[config.mk]
export PLATFORM = sky130hd
export DESIGN_NAME = dbg_state_port
export DESIGN_NICKNAME = d
export VERILOG_FILES = /design/src/rtl/dbg_state_pkg.sv /design/src/rtl/dbg_lock_ctrl.sv /design/src/rtl/dbg_seq_ptr.sv /design/src/rtl/dbg_state_regs.sv /design/src/rtl/dbg_state_port.sv
export SDC_FILE = /design/constraint.sdc
export NUM_CORES = 1
export LEC_CHECK = 0
export BUFFER_PORTS_ARGS = -buffer_cell sky130_fd_sc_hd__buf_2
export CORE_MARGIN = 10
export CORE_UTILIZATION = 50
export CTS_BUF_LIST = sky130_fd_sc_hd__clkbuf_16
export CTS_CLUSTER_DIAMETER = 100
export DETAILED_ROUTE_END_ITERATION = 16
export PLACE_DENSITY_LB_ADDON = 0.05
export SLEW_MARGIN = 10
export SYNTH_ARGS = -nofsm -noshare
export SYNTH_HDL_FRONTEND = slang
export SYNTH_HIERARCHICAL = 1
export SYNTH_SLANG_ARGS = --single-unit
[constraint.sdc]
create_clock -name clk_i -period 2.1 [get_ports clk_i]
set_input_delay 0.21 -clock clk_i [delete_from_list [all_inputs] [get_ports clk_i]]
set_output_delay 0.21 -clock clk_i [all_outputs]
set_load 0.01 [all_outputs]
[src/rtl/dbg_state_pkg.sv]
package dbg_state_pkg;
  localparam logic [31:0] LOCK_KEY   = 32'hC5AC_CE55;
  localparam int unsigned OFF_LOCK   = 'h300;
  localparam int unsigned OFF_SSR    = 'h308;
  localparam int unsigned OFF_TX     = 'h080;
  localparam int unsigned OFF_RX     = 'h084;
  localparam int unsigned OFF_FLAGS  = 'h088;
  localparam int unsigned OFF_CATCH  = 'h0A0;
  localparam int unsigned CORE_WORDS = 4;

  typedef struct packed {
    logic tx_full;
    logic tx_full_l;
    logic rx_full;
    logic rx_full_l;
  } dcc_flags_t;
endpackage

[src/rtl/dbg_lock_ctrl.sv]
module dbg_lock_ctrl
  import dbg_state_pkg::*;
(
  input  logic        clk_i,
  input  logic        rst_ni,
  input  logic        lock_wr_i,
  input  logic [31:0] wdata_i,
  input  logic        catch_en_i,
  output logic        locked_o,
  output logic        event_o
);
  logic locked_q, event_q;

  always_ff @(posedge clk_i or negedge rst_ni) begin
    if (!rst_ni) begin
      locked_q <= 1'b0;
      event_q  <= 1'b0;
    end else begin
      event_q <= lock_wr_i && locked_q && (wdata_i != LOCK_KEY) && catch_en_i;
      if (lock_wr_i) locked_q <= (wdata_i == LOCK_KEY);
    end
  end

  assign locked_o = locked_q;
  assign event_o  = event_q;

  a_r2_key_sets: assert property (@(posedge clk_i) disable iff (!rst_ni)
    (lock_wr_i && wdata_i == LOCK_KEY) |=> locked_q);
  a_r3_other_clears: assert property (@(posedge clk_i) disable iff (!rst_ni)
    (lock_wr_i && wdata_i != LOCK_KEY) |=> !locked_q);
  a_r8_event_pulse: assert property (@(posedge clk_i) disable iff (!rst_ni)
    event_q |=> !event_q);
  a_r8_event_cause: assert property (@(posedge clk_i) disable iff (!rst_ni)
    event_q |-> ($fell(locked_q) && $past(catch_en_i)));
endmodule

[src/rtl/dbg_seq_ptr.sv]
module dbg_seq_ptr #(
  parameter int unsigned NUM_WORDS = 4,
  parameter int unsigned PTR_W     = $clog2(NUM_WORDS + 2)
) (
  input  logic             clk_i,
  input  logic             rst_ni,
  input  logic             lock_wr_i,
  input  logic             ssr_acc_i,
  input  logic             locked_i,
  output logic [PTR_W-1:0] ptr_o
);
  localparam logic [PTR_W-1:0] LAST = PTR_W'(NUM_WORDS);
  logic [PTR_W-1:0] ptr_q;

  always_ff @(posedge clk_i or negedge rst_ni) begin
    if (!rst_ni)                                   ptr_q <= '0;
    else if (lock_wr_i)                            ptr_q <= '0;
    else if (ssr_acc_i && locked_i && ptr_q <= LAST) ptr_q <= ptr_q + 1'b1;
  end

  assign ptr_o = ptr_q;

  a_r7_ptr_rewind: assert property (@(posedge clk_i) disable iff (!rst_ni)
    lock_wr_i |=> (ptr_q == '0));
  a_r9_unlocked_hold: assert property (@(posedge clk_i) disable iff (!rst_ni)
    (!locked_i && !lock_wr_i) |=> $stable(ptr_q));
  a_r10_ptr_bound: assert property (@(posedge clk_i) disable iff (!rst_ni)
    ptr_q <= LAST + 1'b1);
endmodule

[src/rtl/dbg_state_regs.sv]
module dbg_state_regs
  import dbg_state_pkg::*;
(
  input  logic        clk_i,
  input  logic        rst_ni,
  input  logic        tx_we_i,
  input  logic        rx_we_i,
  input  logic        flags_we_i,
  input  logic        catch_we_i,
  input  logic [31:0] wdata_i,
  output logic [31:0] tx_o,
  output logic [31:0] rx_o,
  output dcc_flags_t  flags_o,
  output logic        catch_o
);
  logic [31:0] tx_q, rx_q;
  dcc_flags_t  flags_q;
  logic        catch_q;

  always_ff @(posedge clk_i or negedge rst_ni) begin
    if (!rst_ni) begin
      tx_q    <= '0;
      rx_q    <= '0;
      flags_q <= '0;
      catch_q <= 1'b0;
    end else begin
      if (tx_we_i)    tx_q    <= wdata_i;
      if (rx_we_i)    rx_q    <= wdata_i;
      if (flags_we_i) flags_q <= dcc_flags_t'(wdata_i[3:0]);
      if (catch_we_i) catch_q <= wdata_i[0];
    end
  end

  assign tx_o    = tx_q;
  assign rx_o    = rx_q;
  assign flags_o = flags_q;
  assign catch_o = catch_q;

  a_r6_tx_load: assert property (@(posedge clk_i) disable iff (!rst_ni)
    tx_we_i |=> (tx_q == $past(wdata_i)));
  a_r6_flags_load: assert property (@(posedge clk_i) disable iff (!rst_ni)
    flags_we_i |=> (flags_q == $past(wdata_i[3:0])));
  a_r9_tx_hold: assert property (@(posedge clk_i) disable iff (!rst_ni)
    !tx_we_i |=> $stable(tx_q));
endmodule

[src/rtl/dbg_state_port.sv]
module dbg_state_port
  import dbg_state_pkg::*;
#(
  parameter int unsigned ADDR_W    = 12,
  parameter int unsigned NUM_WORDS = 4
) (
  input  logic              clk_i,
  input  logic              rst_ni,
  input  logic [ADDR_W-1:0] addr_i,
  input  logic              we_i,
  input  logic              re_i,
  input  logic [31:0]       wdata_i,
  output logic [31:0]       rdata_o,
  output logic              event_o
);
  localparam int unsigned PTR_W = $clog2(NUM_WORDS + 2);
  localparam logic [PTR_W-1:0] LAST = PTR_W'(NUM_WORDS);

  logic sel_lock, sel_ssr, sel_tx, sel_rx, sel_flags, sel_catch;
  logic locked, lock_wr, ssr_acc, ssr_live;
  logic [PTR_W-1:0] ptr;
  logic [31:0] tx, rx;
  dcc_flags_t  flags;
  logic        catch_en;
  logic tx_we, rx_we, flags_we, catch_we;

  assign sel_lock  = addr_i == ADDR_W'(OFF_LOCK);
  assign sel_ssr   = addr_i == ADDR_W'(OFF_SSR);
  assign sel_tx    = addr_i == ADDR_W'(OFF_TX);
  assign sel_rx    = addr_i == ADDR_W'(OFF_RX);
  assign sel_flags = addr_i == ADDR_W'(OFF_FLAGS);
  assign sel_catch = addr_i == ADDR_W'(OFF_CATCH);

  assign lock_wr  = we_i && sel_lock;
  assign ssr_acc  = (we_i || re_i) && sel_ssr;
  assign ssr_live = locked && ptr != '0 && ptr <= LAST;

  // restore writes share the direct-write strobes
  assign tx_we    = we_i && (sel_tx    || (sel_ssr && ssr_live && ptr == PTR_W'(1)));
  assign rx_we    = we_i && (sel_rx    || (sel_ssr && ssr_live && ptr == PTR_W'(2)));
  assign flags_we = we_i && (sel_flags || (sel_ssr && ssr_live && ptr == PTR_W'(3)));
  assign catch_we = we_i && (sel_catch || (sel_ssr && ssr_live && ptr == PTR_W'(4)));

  dbg_lock_ctrl u_lock (
    .clk_i, .rst_ni,
    .lock_wr_i (lock_wr),
    .wdata_i,
    .catch_en_i(catch_en),
    .locked_o  (locked),
    .event_o
  );

  dbg_seq_ptr #(.NUM_WORDS(NUM_WORDS), .PTR_W(PTR_W)) u_ptr (
    .clk_i, .rst_ni,
    .lock_wr_i(lock_wr),
    .ssr_acc_i(ssr_acc),
    .locked_i (locked),
    .ptr_o    (ptr)
  );

  dbg_state_regs u_regs (
    .clk_i, .rst_ni,
    .tx_we_i   (tx_we),
    .rx_we_i   (rx_we),
    .flags_we_i(flags_we),
    .catch_we_i(catch_we),
    .wdata_i,
    .tx_o      (tx),
    .rx_o      (rx),
    .flags_o   (flags),
    .catch_o   (catch_en)
  );

  always_comb begin
    rdata_o = '0;
    if (sel_lock)       rdata_o = {31'b0, locked};
    else if (sel_tx)    rdata_o = tx;
    else if (sel_rx)    rdata_o = rx;
    else if (sel_flags) rdata_o = {28'b0, flags};
    else if (sel_catch) rdata_o = {31'b0, catch_en};
    else if (sel_ssr && locked) begin
      if (ptr == '0) rdata_o = 32'(NUM_WORDS);
      else if (ptr <= LAST) begin
        case (ptr)
          PTR_W'(1): rdata_o = tx;
          PTR_W'(2): rdata_o = rx;
          PTR_W'(3): rdata_o = {28'b0, flags};
          PTR_W'(4): rdata_o = {31'b0, catch_en};
          default:   rdata_o = '0;
        endcase
      end
    end
  end

  a_r9_unlocked_zero: assert property (@(posedge clk_i) disable iff (!rst_ni)
    (sel_ssr && !locked) |-> (rdata_o == '0));
  a_r4_count_first: assert property (@(posedge clk_i) disable iff (!rst_ni)
    $rose(locked) |-> (ptr == '0));
endmodule

==> results by group <==
Status
  – Status: finished, violations left
  – Failing checks: setup timing

Floorplanning
  – Die Area: 12320 um2
  – I/O Pins: 81
  – Die span in x: 111.0 um
  – Initial Util: 50.88%
  – FP Rows: 33
  – Core Area: 8134 um2
  – Die Y: 111.0 um

Global routing
  – Overall fraction of global-route tracks in use: 17.69%
  – Number of global-route vias before repair: 3272
  – First-pass GRT wire length: 17990 um
  – Largest net degree at the start of global routing: 37
  – Grt ovf: 0
  – Antenna violations before repair: 0

STA
  – Final Worst Setup Slack: -21.93 ps
  – Period utilization: 101.0%
  – Min Tclk post-route: 2122 ps
  – Final setup viols: 8
  – Hold Slack: 142.5 ps
  – Achievable Freq: 0.4713 GHz
  – Worst-margin pin slew: 607.1 ps
  – Final Hold Vio Count: 0
  – Slew Viols, Final: 0
  – Worst slew margin: 59.15%
  – Post-Route Setup TNS: -114.7 ps
  – Setup Skew: 5.753 ps
  – RSZ-0062 raised after global routing: true

Yosys
  – Yosys warns: 6
  – Top cells by area, synth: dfrtp_1 45%, mux2_4 22%, a32o_1 5.1%
  – Register area share after synthesis: 44.74%
  – Post-synth EDFFs: 0
  – Top_reg_cell synth: dfrtp_1
  – Flops & latches, synth: 74
  – Asr flop ratio synth: 100.0%
  – Area of the mapped netlist: 4139 um2
  – Cells after synthesis: 306
  – Synth area leader: dfrtp_1
  – Syn Nets: 356
  – Synth cell types: 52
  – Mean Syn Cell Area: 13.53 um2
  – Area share of the largest cell type after synthesis: 44.74%

Clock network
  – Clock Latency Late Sink: 330 ps
  – CTS buffer count: 9
  – H-tree depth: 3
  – Clock Tree Buf Depth: 2
  – Root Buffer: clkbuf_16
  – Reg clk slew, reported paths: 60 ps
  – CTS tree: built
  – Num Clock Sinks: 74

Setup path
  – WP data arrival: 1910 ps
  – Critical Path Start Type: register
  – R2R depth: 7
  – Crit. End Element: output port
  – Kind of critical path: register to output port
  – CP required: 1890 ps
  – Reg-to-reg startpoint: u_lock/locked_o
  – Max FO, Critical Path: 8
  – CP Launch Point: u_lock/locked_o

Drt
  – Detailed Route Iter0 Violations: 106
  – Via density: 5.699
  – Antenna Violating Nets Remaining: 0
  – Drt total wl: 11240 um
  – Wirelength per Cell: 20.88 um
  – Routed via count: 3066
  – First drt pass iteration count: 4
  – DRC: 0

Final layout
  – Area of the multi-input gates: 2127 um2
  – Layout area overhead: 33.65%
  – Fin nets: 479
  – Commonest non-fill, non-tap cells in the layout: 74 x dfrtp_1, 66 x buf_2, 63 x mux2_4, 29 x buf_4, 24 x buf_6
  – Most common cell after layout, fill and taps aside: dfrtp_1
  – Layout cells sized above 1: 56.81%
  – Antenna diode count: 0
  – Reg area: 1852 um2
  – Number of fillers in the final layout: 605
  – Post-route cell area: 5532 um2

Placement
  – Final HPWL DP: 7648 um
  – Placer Congestion: 0.9385
  – Setup WS pre-CTS: -114.9 ps
  – Port Buffers: 80
  – Placed instance area: 4850 um2

Pwr
  – Lkg Pwr: 2.762 nW
  – Pwr/cell area: 606.6 nW/um2
  – Worst vdd rail ir drop: 0.4835 mV

Min path
  – Hold Crit Depth: 2
  – Hold Path Class: input port to register
  – Min-delay src: wdata_i[27]

Run
  – Max-cap violations: 0
==> per-layer routing <==
layer	GRT usage [%]	vias to the layer above	routed length (um)
li1	-	1423	-
met4	5.903	0	154
met5	0	-	0
met2	28.50	90	5398
met3	4.275	13	620
met1	22.62	1540	5063
==> repair_timing <==
item | CTS | global route
hold buffers | 1 | 0
buffers inserted | 8 | 4
endpoints found under the hold margin | 34 | 0
resized for setup | 23 | 23
gates cloned | 3 | 2
endpoints found under the setup margin | 29 | 31
pin swaps | 6 | 14
==> power breakdown <==
group          internal, mW  leakage, nW  switching (mW)
sequential             1.43         1.03         0.00412
clock                  1.15        0.167           0.587
combinational        0.0807         1.57           0.102
==> path summary, 6_finish.rpt <==
kind	to	slack (ps)
setup / recovery	rdata_o[14]	-20
hold / removal	u_regs/rx_o[27]	140
setup reg to reg	u_regs/tx_o[19]	0
hold reg to reg	u_regs/rx_o[31]	510
max in group asynchronous	u_regs/tx_o[16]	1120
min in group asynchronous	u_ptr/ptr_o[0]	390
==> registers in the layout, summed over array words and instances, names as in the netlist <==
register / count
u_lock/event_o: 1
u_lock/locked_o: 1
u_ptr/ptr_o: 3
u_regs/catch_o: 1
u_regs/flags_o: 4
u_regs/rx_o: 32
u_regs/tx_o: 32
==> per-stage QoR <==
step	util (%)	total power, mW	cells
after floorplan	-	1.505	306
after global placement	59.62	1.637	506
after detailed placement	59.62	1.640	506
after CTS	65.81	3.372	532
after global routing	68.00	3.452	538
final	68.00	3.355	538
==> synth_stat cells, types with 2 or more instances <==
master	number
a21oi_1	4
a31oi_1	2
a32o_1	21
a32o_2	7
a32oi_1	4
and2_1	2
and3_1	3
buf_12	6
buf_2	3
buf_6	5
clkbuf_1	4
dfrtp_1	74
ha_1	2
inv_1	10
mux2_2	9
mux2_4	61
mux2i_1	6
nand2_1	11
nand2b_1	7
nand3_1	2
nand4_1	4
nand4b_1	2
nor2_1	11
nor2b_1	5
nor3_1	4
nor4_1	2
o21ai_0	7
o22ai_1	3
or4bb_1	2
==> critical path: stages (launching register included) <==
cell and delay [ps]:
dfrtp_1 370, nand2_2 70, or4_4 530, o21ai_4 140
buf_6 200, a32o_1 140, buf_2 130
==> kinds of logic (layout without fill, tap and decap cells) <==
kind of cell | count (synthesis) | after routing | synth area share (%)
mux | 76 | 76 | 26.03
flops | 74 | 74 | 44.74
simple gates | 67 | 67 | 10.61
compound gates | 58 | 58 | 11.94
buf+inv | 29 | 156 | 6.076
fa+ha+maj | 2 | 2 | 0.6045
==> layout make-up <==
type	instances	area share (%)
clock buffer	9	4.071
clock inverter	6	1.945
inverter	10	0.7238
multi-input combinational	203	38.45
sequential	74	33.48
tap	105	2.375
timing repair buffer	131	18.96
(Power assumes the default switching activity.)
